===== src/rtl/dsc_pkg.sv =====
package dsc_pkg;
  // strobes from control to datapath
  typedef struct packed {
    logic load;     // zero the count and latch the window
    logic advance;  // count one cycle
  } dpCtrl_t;

  typedef enum logic {
    ST_IDLE = 1'b0,
    ST_RUN  = 1'b1
  } timerState_t;

  localparam int REG_W     = 4;
  localparam int BIT_SHORT = 0;
  localparam int BIT_ERREN = 1;
  localparam int BIT_STAT  = 2;
endpackage


===== src/rtl/dsc_dpath.sv =====
module dsc_dpath
  import dsc_pkg::*;
#(
  parameter int CNT_W      = 16,
  parameter int SHORT_LOG2 = 10,
  parameter int LONG_LOG2  = 15
) (
  input  logic    clk,
  input  logic    rstN,
  input  dpCtrl_t ctrl,
  input  logic    useShort,
  output logic    atLimit
);
  localparam logic [CNT_W-1:0] SHORT_LAST = CNT_W'((64'd1 << SHORT_LOG2) - 64'd1);
  localparam logic [CNT_W-1:0] LONG_LAST  = CNT_W'((64'd1 << LONG_LOG2) - 64'd1);

  logic [CNT_W-1:0] count;
  logic [CNT_W-1:0] lastQ;

  always_ff @(posedge clk or negedge rstN) begin
    if (!rstN) begin
      count <= '0;
      lastQ <= LONG_LAST;
    end else if (ctrl.load) begin
      count <= '0;
      lastQ <= useShort ? SHORT_LAST : LONG_LAST;
    end else if (ctrl.advance) begin
      count <= count + 1'b1;
    end
  end

  assign atLimit = (count == lastQ);

  // count never passes the latched window end
  assert_count_in_window_R2: assert property (@(posedge clk) disable iff (!rstN)
    count <= lastQ);

  // the window only changes on a fresh start
  assert_window_held_R8: assert property (@(posedge clk) disable iff (!rstN)
    !ctrl.load |=> $stable(lastQ));
endmodule


===== src/rtl/dsc_ctrl.sv =====
module dsc_ctrl
  import dsc_pkg::*;
(
  input  logic    clk,
  input  logic    rstN,
  input  logic    respArm,
  input  logic    respTaken,
  input  logic    atLimit,
  output dpCtrl_t dpCtrl,
  output logic    expire,
  output logic    discardPulse
);
  timerState_t state, nextState;

  always_comb begin
    dpCtrl    = '0;
    expire    = 1'b0;
    nextState = state;
    if (respTaken) begin
      nextState = ST_IDLE;
    end else if (respArm) begin
      dpCtrl.load = 1'b1;
      nextState   = ST_RUN;
    end else if (state == ST_RUN) begin
      if (atLimit) begin
        expire    = 1'b1;
        nextState = ST_IDLE;
      end else begin
        dpCtrl.advance = 1'b1;
      end
    end
  end

  always_ff @(posedge clk or negedge rstN) begin
    if (!rstN) begin
      state        <= ST_IDLE;
      discardPulse <= 1'b0;
    end else begin
      state        <= nextState;
      discardPulse <= expire;
    end
  end

  assert_discard_single_R3: assert property (@(posedge clk) disable iff (!rstN)
    discardPulse |=> !discardPulse);

  assert_idle_after_discard_R3: assert property (@(posedge clk) disable iff (!rstN)
    discardPulse |-> (state == ST_IDLE));

  assert_stop_wins_R4: assert property (@(posedge clk) disable iff (!rstN)
    respTaken |=> !discardPulse);

  assert_arm_restarts_R9: assert property (@(posedge clk) disable iff (!rstN)
    (respArm && !respTaken) |=> (state == ST_RUN && !discardPulse));
endmodule


===== src/rtl/dsc_cfg.sv =====
module dsc_cfg
  import dsc_pkg::*;
(
  input  logic             clk,
  input  logic             pwrOkRstN,
  input  logic             rstN,
  input  logic             cfgWr,
  input  logic [REG_W-1:0] cfgWrData,
  input  logic             expire,
  input  logic             globalSerrEn,
  output logic             useShort,
  output logic [REG_W-1:0] cfgRdData,
  output logic             sysErrReq
);
  logic shortQ, errEnQ, statusQ;

  // fields cleared by either reset
  always_ff @(posedge clk or negedge rstN) begin
    if (!rstN) begin
      shortQ    <= 1'b0;
      errEnQ    <= 1'b0;
      sysErrReq <= 1'b0;
    end else begin
      if (cfgWr) begin
        shortQ <= cfgWrData[BIT_SHORT];
        errEnQ <= cfgWrData[BIT_ERREN];
      end
      sysErrReq <= expire & errEnQ & globalSerrEn;
    end
  end

  // sticky flag, cleared only by power-good reset or write-one
  always_ff @(posedge clk or negedge pwrOkRstN) begin
    if (!pwrOkRstN)                        statusQ <= 1'b0;
    else if (expire)                       statusQ <= 1'b1;
    else if (cfgWr && cfgWrData[BIT_STAT]) statusQ <= 1'b0;
  end

  assign useShort  = shortQ;
  assign cfgRdData = {1'b0, statusQ, errEnQ, shortQ};

  assert_status_sets_R5: assert property (@(posedge clk) disable iff (!pwrOkRstN)
    expire |=> statusQ);

  assert_status_sticky_R5: assert property (@(posedge clk) disable iff (!pwrOkRstN)
    (statusQ && !(cfgWr && cfgWrData[BIT_STAT])) |=> statusQ);

  assert_serr_gated_R7: assert property (@(posedge clk) disable iff (!rstN)
    (expire && !(errEnQ && globalSerrEn)) |=> !sysErrReq);
endmodule


===== src/rtl/dly_resp_discard_timer.sv =====
module dly_resp_discard_timer
  import dsc_pkg::*;
#(
  parameter int CNT_W      = 16,
  parameter int SHORT_LOG2 = 10,
  parameter int LONG_LOG2  = 15
) (
  input  logic             clk,
  input  logic             pwrOkRstN,
  input  logic             busRstN,
  input  logic             respArm,
  input  logic             respTaken,
  input  logic             cfgWr,
  input  logic [REG_W-1:0] cfgWrData,
  output logic [REG_W-1:0] cfgRdData,
  input  logic             globalSerrEn,
  output logic             discardPulse,
  output logic             sysErrReq
);
  logic    rstN;
  dpCtrl_t dpCtrl;
  logic    atLimit;
  logic    expire;
  logic    useShort;

  assign rstN = pwrOkRstN & busRstN;

  dsc_ctrl u_ctrl (
    .clk          (clk),
    .rstN         (rstN),
    .respArm      (respArm),
    .respTaken    (respTaken),
    .atLimit      (atLimit),
    .dpCtrl       (dpCtrl),
    .expire       (expire),
    .discardPulse (discardPulse)
  );

  dsc_dpath #(
    .CNT_W      (CNT_W),
    .SHORT_LOG2 (SHORT_LOG2),
    .LONG_LOG2  (LONG_LOG2)
  ) u_dpath (
    .clk      (clk),
    .rstN     (rstN),
    .ctrl     (dpCtrl),
    .useShort (useShort),
    .atLimit  (atLimit)
  );

  dsc_cfg u_cfg (
    .clk          (clk),
    .pwrOkRstN    (pwrOkRstN),
    .rstN         (rstN),
    .cfgWr        (cfgWr),
    .cfgWrData    (cfgWrData),
    .expire       (expire),
    .globalSerrEn (globalSerrEn),
    .useShort     (useShort),
    .cfgRdData    (cfgRdData),
    .sysErrReq    (sysErrReq)
  );

  assert_serr_with_discard_R7: assert property (@(posedge clk) disable iff (!rstN)
    sysErrReq |-> discardPulse);
endmodule


===== config.mk =====
export PLATFORM = sky130hd
export DESIGN_NAME = dly_resp_discard_timer
export DESIGN_NICKNAME = d
export VERILOG_FILES = /design/src/rtl/dsc_pkg.sv /design/src/rtl/dsc_dpath.sv /design/src/rtl/dsc_ctrl.sv /design/src/rtl/dsc_cfg.sv /design/src/rtl/dly_resp_discard_timer.sv
export SDC_FILE = /design/constraint.sdc
export NUM_CORES = 1
export LEC_CHECK = 0
export BUFFER_PORTS_ARGS = -buffer_cell sky130_fd_sc_hd__buf_2
export CAP_MARGIN = 40
export CORE_MARGIN = 2
export CORE_UTILIZATION = 51
export DETAILED_ROUTE_END_ITERATION = 8
export HOLD_SLACK_MARGIN = 0.12
export PLACE_DENSITY = 0.74
export SYNTH_ARGS = -nofsm -noshare
export SYNTH_HDL_FRONTEND = slang
export SYNTH_SLANG_ARGS = --single-unit

===== constraint.sdc =====
create_clock -name clk -period 1.5 [get_ports clk]
set_input_delay 0.45 -clock clk [delete_from_list [all_inputs] [get_ports clk]]
set_output_delay 0.45 -clock clk [all_outputs]
set_load 0.01 [all_outputs]

==> metrics.csv <==
metric;value;unit
reg2reg_setup_slack;-130;ps
ys_seq_elements;23;
slew_headroom;63.30;%
reg2reg_depth;5;
cpPeakStageDelay;410;ps
wl_met3;92;um
dr_wl_met2;1716;um
design_area;0.001834;mm2
syn_avg_cell_area;10.17;um2
synth_edf_count;0;
fin_nets;190;
whs;202.4;ps
clock_sinks;23;
min_period_over_period;108.7;%
grt_pass1_vias;1250;
postSynthCellCount;137;
tritoncts;done;
top_layer;met4;
vias;1222;
max_freq;613.5;MHz
power_density;682.7;mW/mm2
gp_congestion;0.8551;
fin_worst_skew;9.767;ps
drive_above_1_share;43.50;%
crit_family;simple AND/OR/NAND/NOR gates;
cts-root-buf;clkbuf_4;
ant_nets;0;
r2r_end;u_dpath.count[10]$_DFFE_PN0P_;
grt_usage;22.85;%
arrival;1880;ps
place_ws;-188.6;ps
io_pins;17;
crit_slowest_cell;or4_4;
numCtsBuffers;3;
worstReg2RegStart;u_dpath.count[0]$_DFFE_PN0P_;
ys_warn_count;0;
clk_pin_slew_worst_paths;130;ps
core_area;0.002545;mm2
row_count;18;
tightest_slew;549.4;ps
die_h;56.28;um
synth_nets;149;
synth_cell_types;46;
max_cap_viol_count;0;
status;finished with violations;
dp_hpwl;2367;um
n_antenna_cell;0;
crit_path_end_kind;flip-flop;
hold_viol;0;
cp_cell_sequence;ha_2 -> nand3b_1 -> buf_4 -> or4_4 -> a21oi_2;
required;1750;ps
place_area;0.001648;mm2
start_util;54.77;%
setup_slack;-129.9;ps
syn2layout_area_growth;31.60;%
final_common_cell;buf_4;
drt-initial-drc-count;44;
gr-total-overflow;0;
syn-cell-area;0.001394;mm2
clk_latency;310;ps
grt_pass1_wl;5768;um
min_period;1630;ps
violations;negative setup slack;
crit_fanout;5;
post-layout-total-power;1.252;mW
p_leak;0.7937;nW
maxSlewViolCount;0;
rsz0062_at_grt;yes;
die_w;56.28;um
io_buffers;14;
ys_seq_area_share;41.38;%
mostFrequentLayoutCells;buf_4 (29), dfrtp_1 (22), nand2_1 (18);
clockBufferDepth;2;
grt_max_degree;23;
wl_per_cell;16.18;um
worstSetupPathType;flip-flop to flip-flop;
setup_viol;18;
ff_latch_area;576.8;um2
first_pass_iters;4;
route.detailed.drc;0;
wirelength;3349;um
antenna_found_initial;0;
fillCellCount;188;
post_drt_via_cell_ratio;5.903;
wl_met1;1465;um
path_buf_inv;1;
multi_input_area;823.3;um2
vdd_drop_max;0.0007476;V
yosys_most_used_dff;dfrtp_1;
hold_class;primary input to async pin;
critPathLaunchType;flip-flop;
die_area;0.003167;mm2
ctsHtreeMaxLevel;1;
async_reset_ff_share;100.0;%
## cells in the mapped netlist, types with 3 or more instances
library cell	n	share of area [%]
a2111oi_2	3	3.2
nand2b_1	10	4.5
nor2_1	4	1.1
and4_1	3	1.9
a21oi_1	7	2.5
buf_4	5	2.7
nand4_1	4	1.8
dfrtp_1	22	39
mux2i_1	8	5.7
nand2_1	18	4.8
buf_6	3	2.4
nand3_1	3	1.1
o21ai_0	3	1.1
## layout make-up
| type | instances | area share (%) |
|---|---|---|
| inverter | 2 | 0.4093 |
| clock buffer | 4 | 1.432 |
| tap | 30 | 2.046 |
| timing repair buffer | 49 | 19.78 |
| sequential | 23 | 31.45 |
| multi-input combinational | 99 | 44.88 |
## metal layers
metal,GRT usage [%],vias up
met4,5.782,0
met3,2.765,11
met1,29.50,593
met5,0,-
met2,40.50,32
li1,-,586
## how the worst max path moves through the flow
stage,startpoint,end,cells past startpoint
after floorplan,u_dpath.lastQ[13]$_DFFE_PN1P_,u_dpath.count[14]$_DFFE_PN0P_,5
after global placement,u_dpath.lastQ[13]$_DFFE_PN1P_,u_dpath.count[10]$_DFFE_PN0P_,5
after detailed placement,u_dpath.lastQ[13]$_DFFE_PN1P_,u_dpath.count[13]$_DFFE_PN0P_,5
after CTS,u_dpath.lastQ[13]$_DFFE_PN1P_,u_dpath.count[10]$_DFFE_PN0P_,5
after global routing,u_dpath.count[0]$_DFFE_PN0P_,u_dpath.count[14]$_DFFE_PN0P_,5
final,u_dpath.count[0]$_DFFE_PN0P_,u_dpath.count[10]$_DFFE_PN0P_,5
## what timing repair did
item	CTS	global route
resized for setup	14	5
setup endpoints to repair	14	20
buffers inserted	2	3
hold endpoints to repair	1	0
pin swaps	8	4
hold buffers	1	0
## metrics by stage
| stage | util, % | std cells | TNS, ps |
|---|---|---|---|
| global placement | 64.75 | 197 | -741.3 |
| floorplan | - | 137 | -67.48 |
| detailed placement | 64.75 | 197 | -1359 |
| finish | 72.07 | 207 | -1111 |
| CTS | 70.01 | 204 | -1239 |
| global route | 72.07 | 207 | -2643 |
## where the power goes
group	internal, mW	switching (mW)	total (mW)
sequential	0.648	0.0196	0.667
clock	0.104	0.183	0.287
combinational	0.147	0.151	0.298
## cells by family after synthesis
family | share of synthesized area, %
AO/OA/AOI/OAI | 17.14
other | 0.2690
multiplexers | 7.361
adder cells (fa/ha/maj) | 0.8975
buffers and inverters | 7.182
AND/OR/NAND/NOR | 25.76
flip-flops | 41.38
## registers in the layout, summed over array words and instances (netlist names)
name / flops
u_cfg.errEnQ: 1
u_cfg.statusQ: 1
u_cfg.sysErrReq: 1
u_cfg.useShort: 1
u_ctrl.discardPulse: 1
u_ctrl.state: 1
u_dpath.count: 16
u_dpath.lastQ: 1
## worst min-delay path: cells and delay by family
family	cells	cell delay [ps]
simple gates	1	110
buf+inv	2	350
Power figures use the tool's default switching activity.
